==> src/rtl/ptw_pkg.sv <==
package ptw_pkg;

    typedef enum logic [2:0] {
        ST_IDLE,
        ST_L1_REQ,
        ST_L1_WAIT,
        ST_L2_REQ,
        ST_L2_WAIT,
        ST_DONE
    } walk_state_t;

    typedef enum logic [1:0] {
        FLT_NONE       = 2'd0,
        FLT_L1_INVALID = 2'd1,
        FLT_L2_INVALID = 2'd2,
        FLT_WRITE_PROT = 2'd3
    } fault_code_t;

endpackage

==> src/rtl/ptw_entry_addr.sv <==
// Byte address of one table entry: table base plus scaled index.
module ptw_entry_addr #(
    parameter int unsigned ADDR_W      = 32,
    parameter int unsigned IDX_W       = 10,
    parameter int unsigned ENTRY_BYTES = 4
) (
    input  logic [ADDR_W-1:0] base,
    input  logic [IDX_W-1:0]  idx,
    output logic [ADDR_W-1:0] addr
);
    localparam int unsigned SCALE_SH = $clog2(ENTRY_BYTES);

    assign addr = base + (ADDR_W'(idx) << SCALE_SH);
endmodule

==> src/rtl/ptw_pte_decode.sv <==
// Classifies one returned entry into a fault code and extracts its page number.
module ptw_pte_decode
    import ptw_pkg::*;
#(
    parameter int unsigned PTE_W     = 32,
    parameter int unsigned OFF_W     = 12,
    parameter int unsigned VALID_BIT = 0,
    parameter int unsigned WRITE_BIT = 1
) (
    input  logic [PTE_W-1:0]       pte,
    input  logic                   is_leaf,
    input  logic                   want_write,
    output logic [PTE_W-OFF_W-1:0] ppn,
    output fault_code_t            code
);
    logic unused_rsvd;

    assign ppn         = pte[PTE_W-1:OFF_W];
    assign unused_rsvd = ^pte[OFF_W-1:WRITE_BIT+1];

    always_comb begin
        if (!pte[VALID_BIT]) begin
            code = is_leaf ? FLT_L2_INVALID : FLT_L1_INVALID;
        end else if (is_leaf && want_write && !pte[WRITE_BIT]) begin
            code = FLT_WRITE_PROT;
        end else begin
            code = FLT_NONE;
        end
    end
endmodule

==> src/rtl/ptw_walker.sv <==
module ptw_walker
    import ptw_pkg::*;
#(
    parameter int unsigned VA_W      = 32,
    parameter int unsigned L1_W      = 10,
    parameter int unsigned L2_W      = 10,
    parameter int unsigned OFF_W     = 12,
    parameter int unsigned PTE_BYTES = 4
) (
    input  logic            clk,
    input  logic            rst_n,
    input  logic            req_valid,
    input  logic [VA_W-1:0] req_vaddr,
    input  logic            req_write,
    input  logic [VA_W-1:0] req_ptbr,
    output logic            busy,
    output logic            done,
    output logic            fault,
    output logic [1:0]      fault_code,
    output logic [VA_W-1:0] paddr,
    output logic            mem_req_valid,
    input  logic            mem_req_ready,
    output logic [VA_W-1:0] mem_req_addr,
    input  logic            mem_rsp_valid,
    input  logic [VA_W-1:0] mem_rsp_data
);
    localparam int unsigned PPN_W = VA_W - OFF_W;
    localparam int unsigned IDX_W = (L1_W > L2_W) ? L1_W : L2_W;

    walk_state_t state, state_nx;
    logic [VA_W-1:0]  va_q;
    logic             wr_q;
    logic [VA_W-1:0]  base_q;
    fault_code_t      code_q;
    logic [PPN_W-1:0] ppn_q;

    logic [IDX_W-1:0] cur_idx;
    logic             in_root;
    logic             is_leaf;
    logic [PPN_W-1:0] dec_ppn;
    fault_code_t      dec_code;

    assign in_root = (state == ST_L1_REQ) || (state == ST_L1_WAIT);
    assign is_leaf = (state == ST_L2_WAIT);
    assign cur_idx = in_root ? IDX_W'(va_q[VA_W-1 -: L1_W])
                             : IDX_W'(va_q[OFF_W +: L2_W]);

    ptw_entry_addr #(
        .ADDR_W      (VA_W),
        .IDX_W       (IDX_W),
        .ENTRY_BYTES (PTE_BYTES)
    ) u_addr (
        .base (base_q),
        .idx  (cur_idx),
        .addr (mem_req_addr)
    );

    ptw_pte_decode #(
        .PTE_W (VA_W),
        .OFF_W (OFF_W)
    ) u_dec (
        .pte        (mem_rsp_data),
        .is_leaf    (is_leaf),
        .want_write (wr_q),
        .ppn        (dec_ppn),
        .code       (dec_code)
    );

    // State register
    always_ff @(posedge clk) begin
        if (!rst_n) state <= ST_IDLE;
        else        state <= state_nx;
    end

    // Next-state logic
    always_comb begin
        state_nx = state;
        unique case (state)
            ST_IDLE:    if (req_valid)     state_nx = ST_L1_REQ;
            ST_L1_REQ:  if (mem_req_ready) state_nx = ST_L1_WAIT;
            ST_L1_WAIT: if (mem_rsp_valid)
                            state_nx = (dec_code == FLT_NONE) ? ST_L2_REQ : ST_DONE;
            ST_L2_REQ:  if (mem_req_ready) state_nx = ST_L2_WAIT;
            ST_L2_WAIT: if (mem_rsp_valid) state_nx = ST_DONE;
            ST_DONE:                       state_nx = ST_IDLE;
            default:                       state_nx = ST_IDLE;
        endcase
    end

    // Walk context registers
    always_ff @(posedge clk) begin
        if (!rst_n) begin
            va_q   <= '0;
            wr_q   <= 1'b0;
            base_q <= '0;
            code_q <= FLT_NONE;
            ppn_q  <= '0;
        end else begin
            unique case (state)
                ST_IDLE: if (req_valid) begin
                    va_q   <= req_vaddr;
                    wr_q   <= req_write;
                    base_q <= req_ptbr;
                    code_q <= FLT_NONE;
                end
                ST_L1_WAIT: if (mem_rsp_valid) begin
                    if (dec_code != FLT_NONE) code_q <= dec_code;
                    else                      base_q <= {dec_ppn, OFF_W'(0)};
                end
                ST_L2_WAIT: if (mem_rsp_valid) begin
                    code_q <= dec_code;
                    ppn_q  <= dec_ppn;
                end
                default: ;
            endcase
        end
    end

    // Outputs
    always_comb begin
        busy          = (state != ST_IDLE);
        done          = (state == ST_DONE);
        mem_req_valid = (state == ST_L1_REQ) || (state == ST_L2_REQ);
        fault         = done && (code_q != FLT_NONE);
        fault_code    = done ? code_q : FLT_NONE;
        paddr         = (done && code_q == FLT_NONE) ? {ppn_q, va_q[OFF_W-1:0]} : '0;
    end
endmodule

==> config.mk <==
export PLATFORM = sky130hd
export DESIGN_NAME = ptw_walker
export DESIGN_NICKNAME = d
export VERILOG_FILES = /design/src/rtl/ptw_pkg.sv /design/src/rtl/ptw_entry_addr.sv /design/src/rtl/ptw_pte_decode.sv /design/src/rtl/ptw_walker.sv
export SDC_FILE = /design/constraint.sdc
export NUM_CORES = 1
export LEC_CHECK = 0
export BUFFER_PORTS_ARGS = -buffer_cell sky130_fd_sc_hd__buf_2
export CORE_ASPECT_RATIO = 0.6
export CORE_UTILIZATION = 46
export CTS_CLUSTER_DIAMETER = 50
export CTS_CLUSTER_SIZE = 10
export DETAILED_ROUTE_END_ITERATION = 12
export GPL_TIMING_DRIVEN = 1
export PLACE_DENSITY = 0.77
export SYNTH_ARGS = -nofsm -noshare
export SYNTH_HDL_FRONTEND = slang
export SYNTH_SLANG_ARGS = --single-unit
==> constraint.sdc <==
create_clock -name clk -period 3.6 [get_ports clk]
set_clock_uncertainty 0.2 [all_clocks]
set_input_delay 0.36 -clock clk [delete_from_list [all_inputs] [get_ports clk]]
set_output_delay 0.36 -clock clk [all_outputs]
set_load 0.1 [all_outputs]
==> run_results.csv, run 1 <==
group,metric,value,unit
status,status,"complete, but fails checks",
status,violations,"negative setup slack",
timing,slew_viol_final,0,
logic_synthesis,synthSimpleGateAreaFrac,0.286,
critical_path,critPathRequiredTime,3040,ps
logic_synthesis,synth_compound_area_frac,0.205,
global_routing,antenna_found_initial,0,
clock_network,cts_tree,"built",
detailed_routing,drtIter0Drc,378,
finish,seqCellArea,0.00181,mm²
critical_path,critPathSlowestCell,"a221o_2",
critical_path,cp.arrival,3250,ps
clock_network,clk_latency,340,ps
detailed_routing,ant_nets,0,
logic_synthesis,synthAdderAreaFrac,0.0289,
power_and_ir_drop,power_frac_seq,0.351,
critical_path,critPathCaptureType,"primary output",
finish,multi_input_area,0.00380,mm²
critical_path,crit_path_cell_trace,"xnor2_4, nor2_4, buf_6, mux2_4, fa_2, a21o_1, a221o_2, a21oi_2, nand2b_4, xnor2_4, buf_12",
critical_path,crit_top_cell,"xnor2_4",
place,dp.cells,898,
timing,rsz0062_at_grt,"yes",
logic_synthesis,synthTopCellsByArea,"dfxtp_1 (36%), nand2_1 (11%), a21boi_0 (9.1%), nand3_1 (6.0%), and3_1 (4.5%)",
logic_synthesis,synth.avg_cell_area,8.03,µm²
clock_network,cts_hold_buf,0,
logic_synthesis,synthFlopType,"dfxtp_1",
critical_path,reg2reg_from,"state[1]",
floorplan,dieArea,0.0114,mm²
power_and_ir_drop,ir_worst_vdd,0.000377,V
detailed_routing,vias,5082,
timing,setup_tns,-2540,ps
floorplan,dieWidth,137,µm
critical_path,worstReg2RegEnd,"base_q[15]",
min_path,hold_class,"in -> reg",
finish,final_cell_mix,"nand2_1 (153), buf_2 (131), dfxtp_1 (88)",
global_routing,grt_pass1_vias,4813,
floorplan,start_util,0.474,
logic_synthesis,syn-cell-area,0.00503,mm²
timing,hold_slack,66.5,ps
critical_path,startpoint_type,"flop",
power_and_ir_drop,clkPwrFrac,0.274,
detailed_routing,routedWlPerCell,16.9,µm
logic_synthesis,synth_edf_count,0,
power_and_ir_drop,power_frac_comb,0.375,
critical_path,worstRegToRegCells,5,
place,pre_cts_ws,-63.9,ps
place,gp_congestion,0.933,
clock_network,cts_buffer_depth,2,
logic_synthesis,synth_area_leader_cell,"dfxtp_1",
finish,n_fill_cell,749,
detailed_routing,routed_wirelength,15600,µm
logic_synthesis,synth_top_area_share,0.358,
logic_synthesis,ys_warn_count,0,
logic_synthesis,synthXorXnorAreaFrac,0.0471,
logic_synthesis,muxShareOfSynthArea,0.0264,
power_and_ir_drop,p_per_area,431,mW/mm²
logic_synthesis,ys_ff_latch,90,
critical_path,worstSetupPathType,"reg -> out",
global_routing,grt_use_total,0.278,
power_and_ir_drop,p_leak,0.00344,µW
timing,setup_ws,-208,ps
clock_network,cts_buffers,9,
timing,period_minus_slack,3810,ps
finish,area_delta_synth_final,50.7,%
timing,worst_pin_slew,1230,ps
finish,instances_no_fill,921,
floorplan,io_pins,172,
logic_synthesis,syn_nets,739,
critical_path,path_delay_family,"compound AO/OA/AOI/OAI gates",
job,cap_viol_max_count,0,
clock_network,clock-root-buffer,"clkbuf_16",
finish,drive_gt1_frac,0.379,
place,dpl.hpwl,10800,µm
critical_path,worst-path-stages,11,
logic_synthesis,synth_cell_types,55,
floorplan,die_y,83.0,µm
finish,nets,890,
clock_network,cts.reportedPaths.clkPinSlew,70,ps
min_path,min-delay-start,"req_vaddr[12]",
global_routing,grt_max_degree,71,
logic_synthesis,synth_async_sr_flop_share,0,
floorplan,row_count,29,
finish,antennaDiodeCount,0,
detailed_routing,drt-pass1-iter-count,5,
timing,max_freq,0.263,GHz
power_and_ir_drop,switchingPower,1260,µW
timing,finalSetupViolCount,19,
critical_path,worst-path-buf-inv,2,
critical_path,cp_slowest_stage_delay,410,ps
finish,final_common_cell,"nand2_1",
power_and_ir_drop,power.internal,2010,µW
timing,finalCritPeriodShare,1.06,
timing,finalHoldViolCount,0,
logic_synthesis,synth_cells,626,
min_path,worst_hold_path.num_cells,3,
floorplan,coreArea,0.0106,mm²
clock_network,cts.htree.levels,3,
global_routing,grt_pass1_wl,24500,µm
timing,max_slew_margin,0.177,
detailed_routing,vias_per_cell,5.52,
critical_path,r2r_slack,1110,ps
detailed_routing,drc,0,
global_routing,overflow,0,
critical_path,cp_max_fo,7,
place,port-buffer-count,161,
power_and_ir_drop,swShare,0.384,
logic_synthesis,synth_top_family_by_area,"simple AND/OR/NAND/NOR gates",
clock_network,clock-sinks,90,
min_path,holdPathEnd,"va_q[12]",
logic_synthesis,synth_seq_area_share,0.358,
[metal layers]
| metal | routed length (µm) | vias up | part of all wire | track usage |
|---|---|---|---|---|
| met2 | 7020 | 209 | 0.45 | 0.432 |
| li1 | - | 2456 | - | - |
| met3 | 1260 | 19 | 0.081 | 0.0586 |
| met5 | 0 | - | 0 | 0 |
| met1 | 7120 | 2398 | 0.46 | 0.399 |
| met4 | 165 | 0 | 0.011 | 0.0470 |
[layout make-up]
cell class              instances  area share
clock buffers                  10      0.0302
clock inverters                 6     0.00677
inverters                       6     0.00297
multi-input cells             483       0.501
flip-flops and latches         90       0.238
well taps                     139      0.0230
repair buffers                187       0.198
[cells by family after synthesis]
logic type,after synthesis
buf+inv,53
xor+xnor,27
simple gates,301
fa+ha+maj,11
flops,90
mux,12
compound gates,132
[synth_stat cells (all sizes together) (2+ instances only)]
cell type	n
nand2	153
dfxtp	90
a21boi	69
nand3	60
and3	37
clkbuf	27
o211a	21
buf	20
nor2	18
xor2	18
a21oi	17
ha	10
mux2	10
xnor2	9
nor2b	7
inv	6
o21ai	6
nand2b	5
nor3	5
and2	4
a21o	3
and4	3
nand4	3
o21a	3
a31o	2
a31oi	2
mux2i	2
nor4	2
o211ai	2
o311ai	2
[sequential cells by signal, indices dropped and copies added (netlist names)]
name and count:
base_q 32, wr_q 1, state 3, ppn_q 20
code_q 2, va_q 32
[worst max-delay path by stage]
stage              from               end
4_1_cts        state[0]  mem_req_addr[16]
5_1_grt        state[1]  mem_req_addr[16]
3_5_place_dp   state[1]  mem_req_addr[28]
3_3_place_gp   state[1]  mem_req_addr[28]
6_report       state[0]  mem_req_addr[16]
2_1_floorplan  state[0]  mem_req_addr[28]
[worst min-delay path, delay by kind of cell]
family,cells,cell delay (ps)
compound gates,1,50
buf+inv,1,100
simple gates,1,50
[power groups by stage]
stage | clock, µW | sequential, µW | combinational, µW
global route | 956 | 1160 | 1280
detailed placement | 0 | 1160 | 1170
CTS | 911 | 1140 | 1200
floorplan | 0 | 1150 | 795
global placement | 0 | 1160 | 1150
finish | 894 | 1150 | 1230
[repair_timing]
action | in CTS | in global routing
gates cloned | 0 | 0
buffers inserted | 4 | 4
pin swaps | 24 | 20
endpoints found under the setup margin | 24 | 24
resized for setup | 32 | 15
endpoints found under the hold margin | 0 | 0
[per-stage QoR]
step,area [µm²],total power (µW),utilization
after floorplan,5580,1940,-
after global placement,6950,2310,0.656
after detailed placement,6950,2330,0.656
after CTS,7450,3260,0.703
after global routing,7580,3400,0.715
final,7580,3270,0.715
Note: power is estimated with default switching activity, not from simulation.
==> run 2: changes to the inputs <==
- CORE_MARGIN: default -> 3
- CORE_UTILIZATION: 46 -> 45
- CTS_BUF_LIST: default -> sky130_fd_sc_hd__clkbuf_4
- PLACE_DENSITY: 0.77 -> 0.76
==> run_results.csv, run 2 (same netlist as run 1, synthesis figures left out) <==
group,metric,value,unit
critical_path,path_delay_family,"compound AO/OA/AOI/OAI gates",
critical_path,startpoint_type,"flop",
critical_path,reg2reg_from,"state[1]",
critical_path,critPathCaptureType,"primary output",
floorplan,dieWidth,142,µm
min_path,min-delay-start,"req_ptbr[10]",
detailed_routing,vias,5438,
global_routing,antenna_found_initial,0,
timing,max_freq,0.253,GHz
power_and_ir_drop,ir_worst_vdd,0.000377,V
detailed_routing,routedWlPerCell,17.6,µm
finish,drive_gt1_frac,0.353,
status,status,"complete, but fails checks",
finish,area_delta_synth_final,61.0,%
timing,slew_viol_final,0,
floorplan,row_count,29,
clock_network,cts.reportedPaths.clkPinSlew,140,ps
critical_path,cp_max_fo,7,
floorplan,start_util,0.468,
power_and_ir_drop,power.internal,1720,µW
finish,antennaDiodeCount,0,
timing,worst_pin_slew,1100,ps
timing,finalHoldViolCount,0,
floorplan,coreArea,0.0107,mm²
finish,top_regs,"base_q (32), va_q (32), ppn_q (20)",
place,gp_congestion,0.871,
clock_network,clock-root-buffer,"clkbuf_4",
detailed_routing,drtIter0Drc,339,
timing,setup_ws,-348,ps
clock_network,cts_buffers,9,
global_routing,grt_use_total,0.270,
finish,nets,957,
timing,rsz0062_at_grt,"yes",
timing,max_slew_margin,0.264,
critical_path,cp.arrival,3390,ps
critical_path,worstRegToRegCells,5,
power_and_ir_drop,swShare,0.414,
critical_path,critPathRequiredTime,3040,ps
clock_network,clock-sinks,90,
critical_path,worst-path-buf-inv,2,
status,violations,"negative setup slack",
clock_network,clk_latency,440,ps
finish,fin_util,0.753,
detailed_routing,drc,0,
critical_path,crit_path_cell_trace,"xnor2_4, nor2_4, mux2_4, ha_4, fa_2, a21o_1, a221o_2, a22oi_4, buf_12, nor2_2, xor2_4, buf_12",
global_routing,grt_max_degree,58,
job,cap_viol_max_count,0,
timing,finalCritPeriodShare,1.10,
power_and_ir_drop,power_frac_comb,0.441,
detailed_routing,vias_per_cell,5.50,
power_and_ir_drop,switchingPower,1220,µW
critical_path,critPathSlowestCell,"a221o_2",
place,dpl.hpwl,11600,µm
power_and_ir_drop,power_frac_seq,0.390,
min_path,hold_class,"in -> reg",
floorplan,io_pins,172,
min_path,holdPathEnd,"base_q[10]",
timing,period_minus_slack,3950,ps
power_and_ir_drop,clkPwrFrac,0.169,
finish,final_common_cell,"nand2_1",
critical_path,worstReg2RegEnd,"va_q[13]",
critical_path,crit_top_cell,"buf_12",
clock_network,cts_buffer_depth,2,
clock_network,cts_tree,"built",
critical_path,cp_slowest_stage_delay,420,ps
finish,final_cell_mix,"nand2_1 (153), buf_2 (130), dfxtp_1 (88)",
detailed_routing,ant_nets,0,
finish,n_fill_cell,755,
floorplan,die_y,87.9,µm
floorplan,dieArea,0.0125,mm²
power_and_ir_drop,p_leak,0.00367,µW
power_and_ir_drop,p_per_area,363,mW/mm²
detailed_routing,routed_wirelength,17400,µm
global_routing,overflow,0,
min_path,worst_hold_path.num_cells,3,
critical_path,r2r_slack,1110,ps
timing,finalSetupViolCount,24,
detailed_routing,drt-pass1-iter-count,5,
global_routing,grt_pass1_vias,5325,
place,pre_cts_ws,-22.4,ps
place,port-buffer-count,161,
power_and_ir_drop,p_total,2940,µW
global_routing,grt_pass1_wl,26800,µm
critical_path,worstSetupPathType,"reg -> out",
clock_network,cts.htree.levels,3,
==> run 2: changes by cell type in the layout (fill, tap and decap cells not counted), sizes merged <==
cell	delta
inv	-2
buf	+5
dlygate4sd3	+62
clkbuf	-1
clkinv	+5
clkinvlp	-2
==> run 2: stage by stage <==
step	cell area [µm²]	setup TNS, ps	hold slack (ps)	cells
after floorplan	5580	-2960	231	626
after global placement	7000	0	239	901
after detailed placement	7000	-22.4	245	901
after CTS	7960	-5430	10.4	983
after global routing	8090	-9440	22.2	988
final	8090	-5870	46.4	988
==> run 2: final cells by class <==
cell class / instances / area (µm²) / area share
Sequential cell: 90 / 1810 / 0.224
Tap cell: 139 / 174 / 0.0215
Clock buffer: 9 / 67.6 / 0.00835
Inverter: 6 / 22.5 / 0.00278
Multi-Input combinational cell: 483 / 3800 / 0.470
Clock inverter: 7 / 46.3 / 0.00572
Timing Repair Buffer: 254 / 2170 / 0.268
==> run 2: worst max path at each step <==
stage	startpoint	to	cells after the start
6_report	state[0]	mem_req_addr[22]	12
5_1_grt	state[0]	mem_req_addr[28]	12
4_1_cts	state[0]	mem_req_addr[28]	12
3_5_place_dp	state[1]	mem_req_addr[28]	12
3_3_place_gp	state[1]	mem_req_addr[28]	12
2_1_floorplan	state[0]	mem_req_addr[28]	11
==> run 2: layer usage <==
layer  global-route usage  wire [µm]
met1                0.372       7780
met2                0.443       8100
met3               0.0551       1220
met4               0.0613        311
met5                    0          0
==> run 2: what timing repair did <==
action,CTS,global route
hold buffers,62,0
endpoints found under the setup margin,25,25
buffers inserted,4,5
gates resized for setup,30,17
pin swaps,23,9
hold endpoints to repair,62,0
==> run 2: power by group through the flow <==
stage / Sequential, µW / Clock [µW] / Combinational [µW]
floorplan: 1150 / 0 / 795
global placement: 1160 / 0 / 1170
detailed placement: 1160 / 0 / 1180
CTS: 1140 / 504 / 1260
global route: 1160 / 545 / 1360
finish: 1150 / 496 / 1300
==> run 2: worst reg2reg max path, delay by kind of cell (launching register included) <==
kind            cells  cell delay (ps)
simple gates        3             1300
flops               1              390
compound gates      1              270
buf+inv             1              270
==> run 3: changes to the inputs <==
- CELL_PAD_IN_SITES_DETAIL_PLACEMENT: default -> 1
- CELL_PAD_IN_SITES_GLOBAL_PLACEMENT: default -> 1
- CORE_UTILIZATION: 45 -> 34
- PLACE_DENSITY: 0.76 -> default
- PLACE_DENSITY_LB_ADDON: default -> 0.1
==> run_results.csv, run 3 (same netlist as run 1, synthesis figures left out) <==
group,metric,value,unit
status,status,"complete, but fails checks",
status,violations,"negative setup slack",
critical_path,worstRegToRegCells,6,
detailed_routing,routed_wirelength,20300,µm
detailed_routing,ant_nets,0,
global_routing,grt_use_total,0.246,
critical_path,crit_path_start,"state[0]",
clock_network,cts_buffer_depth,2,
timing,max_slew_margin,0.322,
timing,setup_ws,-415,ps
place,gp_congestion,0.888,
critical_path,reg2reg_from,"state[1]",
place,dp.cells,957,
floorplan,coreArea,0.0140,mm²
floorplan,start_util,0.358,
power_and_ir_drop,p_per_area,364,mW/mm²
finish,instances_no_fill,1050,
timing,finalSetupViolCount,25,
finish,final_cell_mix,"nand2_1 (153), buf_2 (127), dfxtp_1 (88)",
timing,finalHoldViolCount,0,
critical_path,critPathRequiredTime,3040,ps
detailed_routing,vias,5465,
power_and_ir_drop,ir_worst_vdd,0.000356,V
critical_path,critPathCaptureType,"primary output",
floorplan,io_pins,172,
critical_path,cp.arrival,3450,ps
clock_network,clock-root-buffer,"clkbuf_4",
finish,n_fill_cell,1638,
global_routing,overflow,0,
critical_path,startpoint_type,"flop",
global_routing,antenna_found_initial,0,
place,pre_cts_ws,-90.6,ps
place,dpl.hpwl,13400,µm
power_and_ir_drop,p_leak,0.00372,µW
finish,area_delta_synth_final,65.9,%
timing,slew_viol_final,0,
place,port-buffer-count,161,
clock_network,cts.htree.levels,3,
global_routing,grt_max_degree,66,
critical_path,r2r_slack,1060,ps
global_routing,grt_pass1_vias,5835,
timing,max_freq,0.249,GHz
floorplan,dieArea,0.0163,mm²
critical_path,worstReg2RegEnd,"base_q[10]",
clock_network,clock-sinks,90,
critical_path,endpoint,"mem_req_addr[28]",
detailed_routing,drc,0,
global_routing,grt_pass1_wl,31500,µm
detailed_routing,drt-pass1-iter-count,4,
clock_network,cts.reportedPaths.clkPinSlew,160,ps
detailed_routing,routedWlPerCell,19.3,µm
finish,nets,966,
detailed_routing,drtIter0Drc,283,
floorplan,row_count,33,
timing,worst_pin_slew,1020,ps
timing,rsz0062_at_grt,"yes",
finish,drive_gt1_frac,0.364,
clock_network,clk_latency,460,ps
critical_path,worstSetupPathType,"reg -> out",
timing,period_minus_slack,4010,ps
finish,final_common_cell,"nand2_1",
clock_network,cts_buffers,9,
detailed_routing,vias_per_cell,5.20,
floorplan,dieWidth,163,µm
finish,antennaDiodeCount,0,
timing,finalCritPeriodShare,1.12,
finish,top_regs,"base_q (32), va_q (32), ppn_q (20)",
floorplan,die_y,100,µm
job,cap_viol_max_count,0,
critical_path,cp_max_fo,7,
clock_network,cts_tree,"built",
min_path,hold_class,"in -> reg",
-- run 3: worst min-delay path by stage --
stage / endpoint / cells past startpoint / startpoint / slack [ps]
2_1_floorplan: ppn_q[19] / 2 / ppn_q[19] / 230
3_3_place_gp: ppn_q[3] / 2 / ppn_q[3] / 240
3_5_place_dp: ppn_q[19] / 2 / ppn_q[19] / 250
4_1_cts: state[0] / 3 / mem_req_ready / 3
5_1_grt: state[0] / 3 / mem_req_ready / 2
6_report: state[0] / 3 / mem_req_ready / 40
-- run 3: worst max-delay path, cell delays in order, from the launching register on --
cell     delay [ps]
dfxtp_4         400
xnor2_4         130
nor2_4          150
mux2_4          350
ha_4            180
fa_2            350
a21o_1          210
a221o_2         420
a22oi_4         190
buf_12          190
nor4_4           60
xnor2_4         170
buf_12          190
-- run 3: report_power, final --
group,total (µW),switching [µW],internal [µW],leakage (µW)
registers,1150,88.2,1060,0.000738
clock network,529,380,148,0.0000658
logic,1360,809,547,0.00292
-- run 3: per-stage QoR --
stage | util | hold slack [ps] | instance area (µm²) | power (µW) | TNS [ps]
detailed placement | 0.506 | 248 | 7110 | 2370 | -523
global route | 0.594 | 1.69 | 8340 | 3170 | -11000
floorplan | - | 231 | 5580 | 1940 | -2960
finish | 0.594 | 44.3 | 8340 | 3040 | -7310
global placement | 0.506 | 240 | 7110 | 2340 | -30.1
CTS | 0.588 | 2.81 | 8260 | 3030 | -6370
-- run 3: final cells by class --
class	instances	area (µm²)	area share
Tap cell	192	240	0.0288
Inverter	6	22.5	0.00270
Clock inverter	7	53.8	0.00645
Sequential cell	90	1810	0.217
Clock buffer	9	67.6	0.00810
Timing Repair Buffer	263	2290	0.275
Multi-Input combinational cell	483	3860	0.463
-- run 3: timing repair --
item | 4_1_cts | 5_1_grt
hold buffers | 63 | 0
setup buffers | 9 | 5
resized for setup | 50 | 10
pin swaps | 30 | 9
endpoints found under the setup margin | 25 | 26
gates cloned | 0 | 0
endpoints found under the hold margin | 63 | 0
-- run 3: layer usage --
layer / vias to the layer above / wire length (µm) / track usage
met4: 0 / 387 / 0.0598
met2: 172 / 9410 / 0.412
met1: 2658 / 9460 / 0.329
met5: - / 0 / 0
li1: 2599 / - / -
met3: 36 / 1060 / 0.0491
